$ cat src/rtl/sram_seq_pkg.sv
`timescale 1ns/1ps
package sram_seq_pkg;
  typedef enum logic [1:0] {
    ST_IDLE   = 2'd0,
    ST_ACCESS = 2'd1,
    ST_SENSE  = 2'd2,
    ST_WLRST  = 2'd3
  } seq_state_t;
endpackage

$ cat src/rtl/seq_cmd_decode.sv
`timescale 1ns/1ps
module seq_cmd_decode (
  input  logic idle,
  input  logic cs_n,
  input  logic sleep_n,
  output logic accept
);
  // A start needs an idle sequencer, a selected chip and an awake macro.
  always_comb accept = idle && !cs_n && sleep_n;
endmodule

$ cat src/rtl/replica_timer.sv
`timescale 1ns/1ps
module replica_timer #(
  parameter int TRIM_W = 4,
  localparam int CNT_W = TRIM_W + 1
) (
  input  logic              clk,
  input  logic              rst,
  input  logic              load,
  input  logic              slow,
  input  logic [TRIM_W-1:0] trim,
  input  logic              run,
  output logic              done
);
  logic [CNT_W-1:0] cnt_q;

  always_ff @(posedge clk) begin
    if (rst) begin
      cnt_q <= '0;
    end else if (load) begin
      cnt_q <= slow ? {trim, 1'b0} : {1'b0, trim};
    end else if (!run) begin
      cnt_q <= '0;
    end else if (cnt_q != '0) begin
      cnt_q <= cnt_q - 1'b1;
    end
  end

  always_comb done = run && (cnt_q == '0);

  // while running, the count never rises
  a_r5_count_down: assert property (@(posedge clk) disable iff (rst)
    (run && !load) |=> (cnt_q <= $past(cnt_q)));
endmodule

$ cat src/rtl/strobe_fsm.sv
`timescale 1ns/1ps
module strobe_fsm
  import sram_seq_pkg::*;
(
  input  logic clk,
  input  logic rst,
  input  logic accept,
  input  logic rd_wr,
  input  logic sleep_n,
  input  logic done,
  output logic idle,
  output logic wl_en,
  output logic bl_en,
  output logic dwl_sel,
  output logic dw_mode,
  output logic sa_en,
  output logic wd_en,
  output logic wl_rst,
  output logic busy
);
  seq_state_t st_q;

  always_comb idle = (st_q == ST_IDLE);

  always_ff @(posedge clk) begin
    if (rst || !sleep_n) begin
      st_q    <= ST_IDLE;
      wl_en   <= 1'b0;
      bl_en   <= 1'b0;
      dwl_sel <= 1'b0;
      sa_en   <= 1'b0;
      wd_en   <= 1'b0;
      wl_rst  <= 1'b0;
      busy    <= 1'b0;
      if (rst) dw_mode <= 1'b0;
    end else begin
      case (st_q)
        ST_IDLE: if (accept) begin
          st_q    <= ST_ACCESS;
          wl_en   <= 1'b1;
          bl_en   <= 1'b1;
          dwl_sel <= 1'b1;
          dw_mode <= rd_wr;
          wd_en   <= !rd_wr;
          busy    <= 1'b1;
        end
        ST_ACCESS: if (done) begin
          dwl_sel <= 1'b0;
          if (dw_mode) begin
            st_q  <= ST_SENSE;
            sa_en <= 1'b1;
          end else begin
            st_q   <= ST_WLRST;
            wl_en  <= 1'b0;
            bl_en  <= 1'b0;
            wd_en  <= 1'b0;
            wl_rst <= 1'b1;
          end
        end
        ST_SENSE: begin
          st_q   <= ST_WLRST;
          sa_en  <= 1'b0;
          wl_en  <= 1'b0;
          bl_en  <= 1'b0;
          wl_rst <= 1'b1;
        end
        default: begin
          st_q   <= ST_IDLE;
          wl_rst <= 1'b0;
          busy   <= 1'b0;
        end
      endcase
    end
  end

  a_r4_open_together: assert property (@(posedge clk) disable iff (rst)
    $rose(busy) |-> (wl_en && bl_en && dwl_sel));
  a_r6_sense_after_done: assert property (@(posedge clk) disable iff (rst)
    $rose(sa_en) |-> $past(done));
  a_r6_sense_pulse: assert property (@(posedge clk) disable iff (rst)
    sa_en |=> !sa_en);
  a_r3_sense_reads_only: assert property (@(posedge clk) disable iff (rst)
    sa_en |-> dw_mode);
  a_r3_drive_writes_only: assert property (@(posedge clk) disable iff (rst)
    wd_en |-> !dw_mode);
  a_r8_write_release: assert property (@(posedge clk) disable iff (rst)
    ($fell(wd_en) && $past(sleep_n)) |-> ($past(done) && !wl_en));
  a_r9_reset_strobe: assert property (@(posedge clk) disable iff (rst)
    ($fell(wl_en) && $past(sleep_n)) |-> wl_rst);
  a_r9_reset_pulse: assert property (@(posedge clk) disable iff (rst)
    wl_rst |=> !wl_rst);
  a_r10_busy_cover: assert property (@(posedge clk) disable iff (rst)
    (wl_en || sa_en || wl_rst) |-> busy);
  a_r11_sleep_quiet: assert property (@(posedge clk) disable iff (rst)
    !sleep_n |=> !(wl_en || bl_en || dwl_sel || sa_en || wd_en || wl_rst || busy));
endmodule

$ cat src/rtl/read_latch.sv
`timescale 1ns/1ps
module read_latch #(
  parameter int DATA_W = 16
) (
  input  logic              clk,
  input  logic              rst,
  input  logic              capture,
  input  logic [DATA_W-1:0] din,
  output logic [DATA_W-1:0] dout
);
  always_ff @(posedge clk) begin
    if (rst)          dout <= '0;
    else if (capture) dout <= din;
  end

  a_r7_hold: assert property (@(posedge clk) disable iff (rst)
    !$past(capture) |-> $stable(dout));
endmodule

$ cat src/rtl/sram_access_seq.sv
`timescale 1ns/1ps
module sram_access_seq #(
  parameter int TRIM_W = 4,
  parameter int DATA_W = 16
) (
  input  logic              clk,
  input  logic              rst,
  input  logic              cs_n,
  input  logic              rd_wr,
  input  logic              perf_n,
  input  logic              sleep_n,
  input  logic [TRIM_W-1:0] trim,
  input  logic [DATA_W-1:0] sa_data,
  output logic [DATA_W-1:0] rd_data,
  output logic              wl_en,
  output logic              bl_en,
  output logic              dwl_sel,
  output logic              dw_mode,
  output logic              sa_en,
  output logic              wd_en,
  output logic              wl_rst,
  output logic              busy
);
  logic idle, accept, rep_done;

  seq_cmd_decode u_dec (
    .idle(idle), .cs_n(cs_n), .sleep_n(sleep_n), .accept(accept)
  );

  replica_timer #(.TRIM_W(TRIM_W)) u_rep (
    .clk(clk), .rst(rst || !sleep_n), .load(accept), .slow(!perf_n),
    .trim(trim), .run(dwl_sel), .done(rep_done)
  );

  strobe_fsm u_fsm (
    .clk(clk), .rst(rst), .accept(accept), .rd_wr(rd_wr), .sleep_n(sleep_n),
    .done(rep_done), .idle(idle), .wl_en(wl_en), .bl_en(bl_en),
    .dwl_sel(dwl_sel), .dw_mode(dw_mode), .sa_en(sa_en), .wd_en(wd_en),
    .wl_rst(wl_rst), .busy(busy)
  );

  read_latch #(.DATA_W(DATA_W)) u_lat (
    .clk(clk), .rst(rst), .capture(sa_en), .din(sa_data), .dout(rd_data)
  );

  a_r2_start_gate: assert property (@(posedge clk) disable iff (rst)
    (!busy && (cs_n || !sleep_n)) |=> !busy);
endmodule

$ cat config.mk
export PLATFORM = sky130hd
export DESIGN_NAME = sram_access_seq
export DESIGN_NICKNAME = d
export VERILOG_FILES = /design/src/rtl/sram_seq_pkg.sv /design/src/rtl/seq_cmd_decode.sv /design/src/rtl/replica_timer.sv /design/src/rtl/strobe_fsm.sv /design/src/rtl/read_latch.sv /design/src/rtl/sram_access_seq.sv
export SDC_FILE = /design/constraint.sdc
export NUM_CORES = 1
export LEC_CHECK = 0
export CELL_PAD_IN_SITES_DETAIL_PLACEMENT = 1
export CELL_PAD_IN_SITES_GLOBAL_PLACEMENT = 2
export CORE_MARGIN = 10
export CORE_UTILIZATION = 28
export DETAILED_ROUTE_END_ITERATION = 10
export PLACE_DENSITY = 0.9
export REMOVE_ABC_BUFFERS = 1
export SETUP_SLACK_MARGIN = 0.3
export SKIP_LAST_GASP = 1
export SYNTH_ARGS = -nofsm -noshare
export SYNTH_HDL_FRONTEND = slang
export SYNTH_SLANG_ARGS = --single-unit
$ cat constraint.sdc
create_clock -name clk -period 2.3 [get_ports clk]
set_input_delay 0.575 -clock clk [delete_from_list [all_inputs] [get_ports clk]]
set_output_delay 0.575 -clock clk [all_outputs]
set_load 0.05 [all_outputs]
# Yosys cells after proc, flatten, opt, wreduce, memory -nomap -nowiden
# Index checks and enable logic that the tools add are counted.
[totals] ramBits=0 latchBits=0 rom_bits=0 ff_bits=30 mem_count=0 wordCells=72
[op_classes] reduce_logical=24 n_mul=0 addsub=1 div_mod_pow=0 magnitude_cmp=0 mux=27 n_bitwise=2 n_eq_ne=8 shift=0
[ops] operator="$mux 5" count=4
[ops] operator="$mux 1" count=14
[ops] operator="$reduce_and 3->1" count=4
[ops] operator="$ne 2x2->1 const B" count=4
[ops] operator="$pmux 1 s2" count=4
[ops] operator="$reduce_and 4->1" count=2
[ops] operator="$reduce_bool 2->1" count=4
[ops] operator="$pmux 1 s3" count=2
[ops] operator="$pmux 2 s3" count=1
[ops] operator="$logic_not 5->1" count=1
[ops] operator="$reduce_bool 5->1" count=1
[ops] operator="$sub 5x1->5 const B" count=1
[ops] operator="$mux 2" count=2
[ops] operator="$reduce_and 2->1" count=2
[ops] operator="$logic_and 1x1->1" count=3
[ops] operator="$logic_not 1->1" count=3
[ops] operator="$ne 3x3->1 const B" count=1
[ops] operator="$reduce_bool 3->1" count=1
[ops] operator="$eq 2x1->1 const B" count=1
[ops] operator="$eq 2x2->1 const B" count=1
[ops] operator="$logic_not 2->1" count=1
[ops] operator="$ne 2x1->1 const B" count=1
[ops] operator="$not 1->1" count=2
[ops] operator="$reduce_or 2->1" count=1
[ops] operator="$logic_or 1x1->1" count=1

# Longest topological paths before layout
# Gate-level depths: netlist of the first run.
[logic_depth] depth_word=6 mapped_depth=8

# Cells and area by module
# Synthesis of the first run repeated with hierarchy kept, for this count alone.
[unflattened] cells_unflattened=149 area_unflattened_um2=1481.4
[modules_own_cells] module="read_latch" area_per_inst_um2=580.6 instances=1 seq_area_each_um2=320.3 cells_per_inst=52
[modules_own_cells] module="strobe_fsm" area_per_inst_um2=520.5 instances=1 seq_area_each_um2=190.2 cells_per_inst=57
[modules_own_cells] module="replica_timer" area_per_inst_um2=361.6 instances=1 seq_area_each_um2=100.1 cells_per_inst=37
[modules_own_cells] module="sram_access_seq" area_per_inst_um2=10.0 instances=1 seq_area_each_um2=0.0 cells_per_inst=2
[modules_own_cells] module="seq_cmd_decode" area_per_inst_um2=8.8 instances=1 seq_area_each_um2=0.0 cells_per_inst=1

# Least setup slack after synthesis of the first run
# Ideal clock, no wire load.
[synth_timing] path_kind="register to register" start="reg u_fsm.sa_en" end="reg u_lat.dout[0]" synth_period_minus_slack_ps=1564 stages_incl_launch_ff=5 setup_time_ps=128 t_arrival_ps=1436 path_buffers=2 path_slack_ps=736 path_cell_list="dfxtp_1 -> buf_2 -> buf_2 -> mux2i_1 -> nor2_1"
[synth_rtl] element="start: declaration" line_no="strobe_fsm.sv:16" rtl="output logic sa_en,"
[synth_rtl] element="start signal: assignment" line_no="strobe_fsm.sv:31" rtl="sa_en <= 1'b0;"
[synth_rtl] element="start signal: assignment" line_no="strobe_fsm.sv:51" rtl="sa_en <= 1'b1;"
[synth_rtl] element="start signal: assignment" line_no="strobe_fsm.sv:62" rtl="sa_en <= 1'b0;"
[synth_rtl] element="end signal: assignment" line_no="read_latch.sv:13" rtl="else if (capture) dout <= din;"
[synth_rtl] element="end: declaration" line_no="read_latch.sv:9" rtl="output logic [DATA_W-1:0] dout"

# Final worst setup path of the first run
[layout_timing] start="reg u_fsm.dw_mode" end="out dw_mode"
[layout_rtl] element="start: declaration" line_no="strobe_fsm.sv:15" rtl="output logic dw_mode,"
[layout_rtl] element="start signal: assignment" line_no="strobe_fsm.sv:43" rtl="dw_mode <= rd_wr;"
[layout_rtl] element="end: declaration" line_no="sram_access_seq.sv:18" rtl="output logic dw_mode,"
# No word-level cell between the ends.

==> results.json, run 1 <==
{
  "outcome": "completed",
  "start_util": 0.285,
  "clkTransAtPathRegs_ps": 70,
  "async_flop_share": 0,
  "gr-usage-met2": 0.161,
  "cts_tree": "built",
  "synth-edff-count": 1,
  "clock_sinks": 30,
  "p_leak_nw": 0.883,
  "fin_skew_ps": 8.62,
  "ant_nets": 0,
  "wl_per_cell_microns": 15.6,
  "route.detailed.drc": 0,
  "yosysSeqAreaShare": 0.422,
  "clock_path_buffers": 2,
  "postSynthCellCount": 155,
  "drv_slew": 0,
  "antenna_found_initial": 0,
  "routabilityCongestion": 0.765,
  "pwr-share-seq": 0.465,
  "min_path_type": "flip-flop to flip-flop",
  "grt_overflow": 0,
  "grt_max_degree": 18,
  "rsz0062_at_grt": "no",
  "htreeDepth": 2,
  "power_mw": 1.18,
  "fin_crit_ps": 1870,
  "track_usage": 0.103,
  "cpPeakStageDelay_ps": 560,
  "synth.ff_latch_count": 30,
  "syn_area_per_cell_sq_um": 9.34,
  "antennaDiodeCount": 0,
  "vias": 1287,
  "swShare": 0.265,
  "core_area_sq_um": 5070,
  "ys_top_cells_by_count": "dfxtp_1 (29), nor2_1 (28), mux2i_1 (20), a21oi_1 (8)",
  "ys.flop_type": "dfxtp_1",
  "drt-initial-drc-count": 84,
  "utilization": 0.410,
  "worst-path-buf-inv": 1,
  "peakVddDrop_v": 0.000315,
  "viasPerCell": 4.66,
  "critPathKind": "flip-flop to output port",
  "power.internal_mw": 0.865,
  "synthesis.area_sq_um": 1450,
  "dp_hpwl_mm": 3.36,
  "grt_pass1_wl_mm": 7.02,
  "combPwrFrac": 0.171,
  "synth_top_area_share": 0.401,
  "multi_input_area_sq_um": 766,
  "dieHeight_microns": 91.9,
  "slowest_stage": "dlygate4sd2_1",
  "seqCellArea_sq_um": 611,
  "cp_top_family": "buffers and inverters",
  "setup_tns_ps": 0,
  "nNetsFinal": 238,
  "busiest_layer": "met2",
  "cp.arrival_ps": 1290,
  "worst_pin_slew_ps": 526,
  "ys_types": 40,
  "p_sw_mw": 0.311,
  "gr-usage-met3": 0.0701,
  "critPathCaptureType": "output port",
  "hold_viol": 0,
  "p_per_area_nw_per_um2": 565,
  "fmax_ghz": 0.535,
  "startpoint_type": "flip-flop",
  "nFillCells": 616,
  "routed_wl_mm": 4.30,
  "ios": 50,
  "first_pass_iters": 4,
  "clock_latency_ps": 280,
  "post-route-period-util": 0.812,
  "synth_area_leaders": "dfxtp_1 (40%), mux2i_1 (14%), nor2_1 (7.3%), ha_1 (5.2%), a21oi_1 (2.8%)",
  "yosysTopAreaCell": "dfxtp_1",
  "power_frac_clock": 0.364,
  "relSlewSlack": 0.651,
  "area.growth.synth_to_final_pct": 43.7,
  "setup_viol": 0,
  "dieArea_sq_um": 8450,
  "ctsHoldBuffers": 0,
  "cp_max_fo": 5,
  "cap_viol_max_count": 0,
  "grtUsageMet1": 0.106,
  "ys_warn_count": 0,
  "cts_buffers": 5,
  "hold_ws_ps": 488,
  "cp_cell_sequence": "dlygate4sd2_1",
  "numPortBuffers": 49,
  "layout-drive-gt1-share": 0.0825,
  "required_ps": 1730,
  "cts_root_buf": "clkbuf_8",
  "synth.most_common_cell": "dfxtp_1",
  "die_x_microns": 91.9,
  "rows": 26,
  "grt_pass1_vias": 1380
}
==> cell families after synthesis <==
family | share of synthesized area
AND/OR/NAND/NOR | 0.180
flip-flops | 0.422
AO/OA/AOI/OAI | 0.139
multiplexers | 0.146
buffers and inverters | 0.0493
adder cells (fa/ha/maj) | 0.0519
XOR/XNOR | 0.0121
==> final timing paths <==
check / start / cells past startpoint / end / slack [ps]
min reg2reg: u_lat.dout[8] / 2 / u_lat.dout[8] / 490
max reg2reg: u_rep.cnt_q[0] / 6 / u_rep.cnt_q[1] / 560
min: u_lat.dout[8] / 2 / u_lat.dout[8] / 490
max: u_fsm.dw_mode / 1 / dw_mode / 430
==> state kept, by name, indices dropped and copies added, names as in the netlist <==
name,count
u_fsm.dw_mode,1
u_fsm.wd_en,1
u_fsm.sa_en,1
u_fsm.busy,1
u_rep.cnt_q,5
u_fsm.wl_rst,1
u_fsm.dwl_sel,1
u_fsm.bl_en,1
u_fsm.st_q,2
u_lat.dout,16
==> cell type report <==
| class | instances | area share |
|---|---|---|
| repair buffers | 54 | 0.244 |
| multi-input cells | 109 | 0.368 |
| inverters | 6 | 0.0108 |
| well taps | 70 | 0.0421 |
| flip-flops and latches | 30 | 0.293 |
| clock buffers | 7 | 0.0415 |
==> cells in the final DEF, fill, tap and decap left out, drive strengths merged, types with 2 or more instances in the layout <==
cell type,count
dfxtp,29
nor2,28
clkdlybuf4s50,25
dlygate4sd2,22
mux2i,20
a21oi,8
clkbuf,7
buf,7
inv,6
ha,6
nand2b,5
o21ai,4
a31oi,4
nand2,4
nand3,3
nor3,3
o21a,2
o22a,2
a22oi,2
==> per-layer routing <==
layer	vias up	share of wire
met5	-	0
met4	0	0.016
met3	9	0.12
met2	43	0.45
met1	600	0.41
li1	635	-
==> power by group through the flow <==
stage          combinational (mW)  clock, mW  sequential (mW)
4_1_cts                     0.201      0.442            0.547
5_1_grt                     0.218      0.459            0.548
3_3_place_gp                0.204          0            0.558
3_5_place_dp                0.205          0            0.559
2_1_floorplan              0.0712          0            0.595
6_report                    0.201      0.429            0.547
==> stage by stage <==
stage | setup WS, ps | area (sq um) | instances
5_1_grt | 389 | 2080 | 276
3_5_place_dp | 278 | 2010 | 267
2_1_floorplan | 625 | 1400 | 145
4_1_cts | 417 | 2070 | 274
3_3_place_gp | 323 | 2010 | 267
6_report | 432 | 2080 | 276
==> timing repair <==
action                     CTS  global route
setup endpoints to repair   22             4
pin swaps                    0             1
buffers inserted             0             2
resized for setup           22             0
Power figures use the tool's default switching activity.
==> inputs of run 2 (changes only) <==
--- a/config.mk
+++ b/config.mk
@@ -8,9 +8,9 @@
 export CELL_PAD_IN_SITES_DETAIL_PLACEMENT = 1
 export CELL_PAD_IN_SITES_GLOBAL_PLACEMENT = 2
 export CORE_MARGIN = 10
-export CORE_UTILIZATION = 28
+export CORE_UTILIZATION = 23
 export DETAILED_ROUTE_END_ITERATION = 10
-export PLACE_DENSITY = 0.9
+export PLACE_DENSITY = 0.8
 export REMOVE_ABC_BUFFERS = 1
 export SETUP_SLACK_MARGIN = 0.3
 export SKIP_LAST_GASP = 1
==> constraint.sdc (replaced) <==
create_clock -name clk -period 1.6 [get_ports clk]
set_input_delay 0.4 -clock clk [delete_from_list [all_inputs] [get_ports clk]]
set_output_delay 0.4 -clock clk [all_outputs]
set_load 0.05 [all_outputs]
==> run 2 against run 1 <==
  * Via count rose by 11%
  * Routed wire length rose by 20%
  * Utilization rose by 6.1 points
  * Power rose by 69%
  * Critical path depth rose by 5
  * Critical endpoint is now u_rep.cnt_q[1]
  * Setup slack got worse by 290 ps
  * Hold slack improved by 65 ps
  * Count of clock-buffer cells in the layout did not move
==> results.json, run 2 (synthesized netlist as in run 1, its figures left out) <==
{
  "mostFrequentLayoutCells": "nor2_1 (27), buf_12 (26), buf_4 (25), dfxtp_1 (23), clkdlybuf4s50_1 (22)",
  "outcome": "completed",
  "ios": 50,
  "p_per_area_nw_per_um2": 703,
  "cap_viol_max_count": 0,
  "largest_reg_flops": 16,
  "drt-initial-drc-count": 50,
  "nNetsFinal": 267,
  "cp.arrival_ps": 1670,
  "worst_pin_slew_ps": 344,
  "r2r_cells": 6,
  "dieHeight_microns": 99.3,
  "fmax_ghz": 0.687,
  "route.detailed.drc": 0,
  "regMostFlops": "u_lat.dout",
  "cts_buffers": 5,
  "clkTransAtPathRegs_ps": 70,
  "setup.worst_path.start": "u_rep.cnt_q[1]",
  "critPathKind": "flip-flop to flip-flop",
  "grt_overflow": 0,
  "required_ps": 1810,
  "rows": 28,
  "routabilityCongestion": 0.725,
  "track_usage": 0.104,
  "core_area_sq_um": 6030,
  "dp_worst_setup_slack_ps": -133,
  "ant_nets": 0,
  "min_path_type": "flip-flop to flip-flop",
  "place_inst": 289,
  "cp_max_fo": 2,
  "setup_slack_ps": 144,
  "die_x_microns": 99.3,
  "dieArea_sq_um": 9870,
  "r2r-end": "u_rep.cnt_q[1]",
  "critPathCaptureType": "flip-flop",
  "dp_hpwl_mm": 3.61,
  "grt_pass1_wl_mm": 8.33,
  "final_common_cell": "nor2_1",
  "clock_sinks": 30,
  "clock_latency_ps": 280,
  "vias": 1423,
  "final-instance-count-excl-fill": 312,
  "post-route-period-util": 0.910,
  "clock_path_buffers": 2,
  "hold_viol": 0,
  "p_leak_nw": 1.13,
  "viasPerCell": 4.56,
  "fin_crit_ps": 1460,
  "wl_per_cell_microns": 16.5,
  "startpoint_type": "flip-flop",
  "start_util": 0.240,
  "antenna_found_initial": 1,
  "rsz0062_at_grt": "yes",
  "cts_root_buf": "clkbuf_8",
  "cts_tree": "built",
  "grt_max_degree": 15,
  "numPortBuffers": 49,
  "cp-endpoint": "u_rep.cnt_q[1]",
  "relSlewSlack": 0.770,
  "reg_top3": "u_lat.dout x16, u_rep.cnt_q x5, u_fsm.st_q x2",
  "routed_wl_mm": 5.16,
  "htreeDepth": 2,
  "layout-drive-gt1-share": 0.419,
  "area.growth.synth_to_final_pct": 95.9,
  "fin_skew_ps": 6.98,
  "worstReg2RegStart": "u_rep.cnt_q[1]",
  "peakVddDrop_v": 0.000485,
  "setup_viol": 0,
  "drv_slew": 0,
  "grt_pass1_vias": 1643,
  "reg2reg_slack_ps": 140,
  "first_pass_iters": 4,
  "min-delay-start": "u_lat.dout[12]"
}
## run 2: stage by stage
step                      hold slack, ps  power (mW)  setup TNS (ps)  instance area, sq um   util
after global routing                 592        2.10               0                  2840  0.471
after CTS                            550        1.99               0                  2720  0.451
after global placement               534        1.17            -390                  2400  0.398
after floorplan                      472       0.958               0                  1400      -
after detailed placement             544        1.18            -638                  2400  0.398
final                                552        1.99               0                  2840  0.471
## run 2: area by class of cell
class	count	area [sq um]
Clock inverter	1	30.0
Tap cell	75	93.8
Fill cell	650	3190
Inverter	6	25.0
Timing Repair Buffer	83	1050
Clock buffer	7	76.3
Antenna cell	1	2.50
Sequential cell	30	623
Multi-Input combinational cell	109	931
## run 2: worst min path at each step
stage                endpoint  slack (ps)  cells after the start
6_report       u_lat.dout[12]         550                      2
5_1_grt        u_lat.dout[11]         590                      2
4_1_cts         u_fsm.st_q[0]         550                      2
3_5_place_dp    u_lat.dout[1]         540                      2
3_3_place_gp    u_lat.dout[8]         530                      2
2_1_floorplan   u_lat.dout[0]         470                      1
## run 2: what timing repair did
action / in CTS / in global routing
gates cloned: 1 / 0
hold buffers: 0 / 0
pin swaps: 11 / 12
resized for setup: 38 / 16
setup buffers: 8 / 5
endpoints found under the hold margin: 0 / 0
setup endpoints to repair: 19 / 15
## run 2: metal layers
layer / wire length [microns] / vias to the layer above / GRT usage
li1: - / 695 / -
met1: 1930 / 670 / 0.104
met2: 2460 / 48 / 0.172
met3: 639 / 10 / 0.0720
met4: 131 / 0 / 0.0298
met5: 0 / - / 0
## run 2: power by group
group / internal (mW) / switching [mW]
Combinational: 0.254 / 0.199
Clock: 0.466 / 0.283
Sequential: 0.768 / 0.0236
## run 2: critical path, cell delays in order (launching register included)
cell,delay [ps]
dfxtp_2,320
inv_2,70
ha_4,140
nor4b_4,240
mux2_4,340
o22a_1,200
nor2_1,80
==> inputs of run 3 (changes only) <==
--- a/config.mk
+++ b/config.mk
@@ -10,6 +10,7 @@
 export CORE_MARGIN = 10
 export CORE_UTILIZATION = 23
 export DETAILED_ROUTE_END_ITERATION = 10
+export GPL_ROUTABILITY_DRIVEN = 1
 export PLACE_DENSITY = 0.8
 export REMOVE_ABC_BUFFERS = 1
 export SETUP_SLACK_MARGIN = 0.3
==> results of run 3 <==
No change in the layout: final DEF, timing and power equal those of run 2.
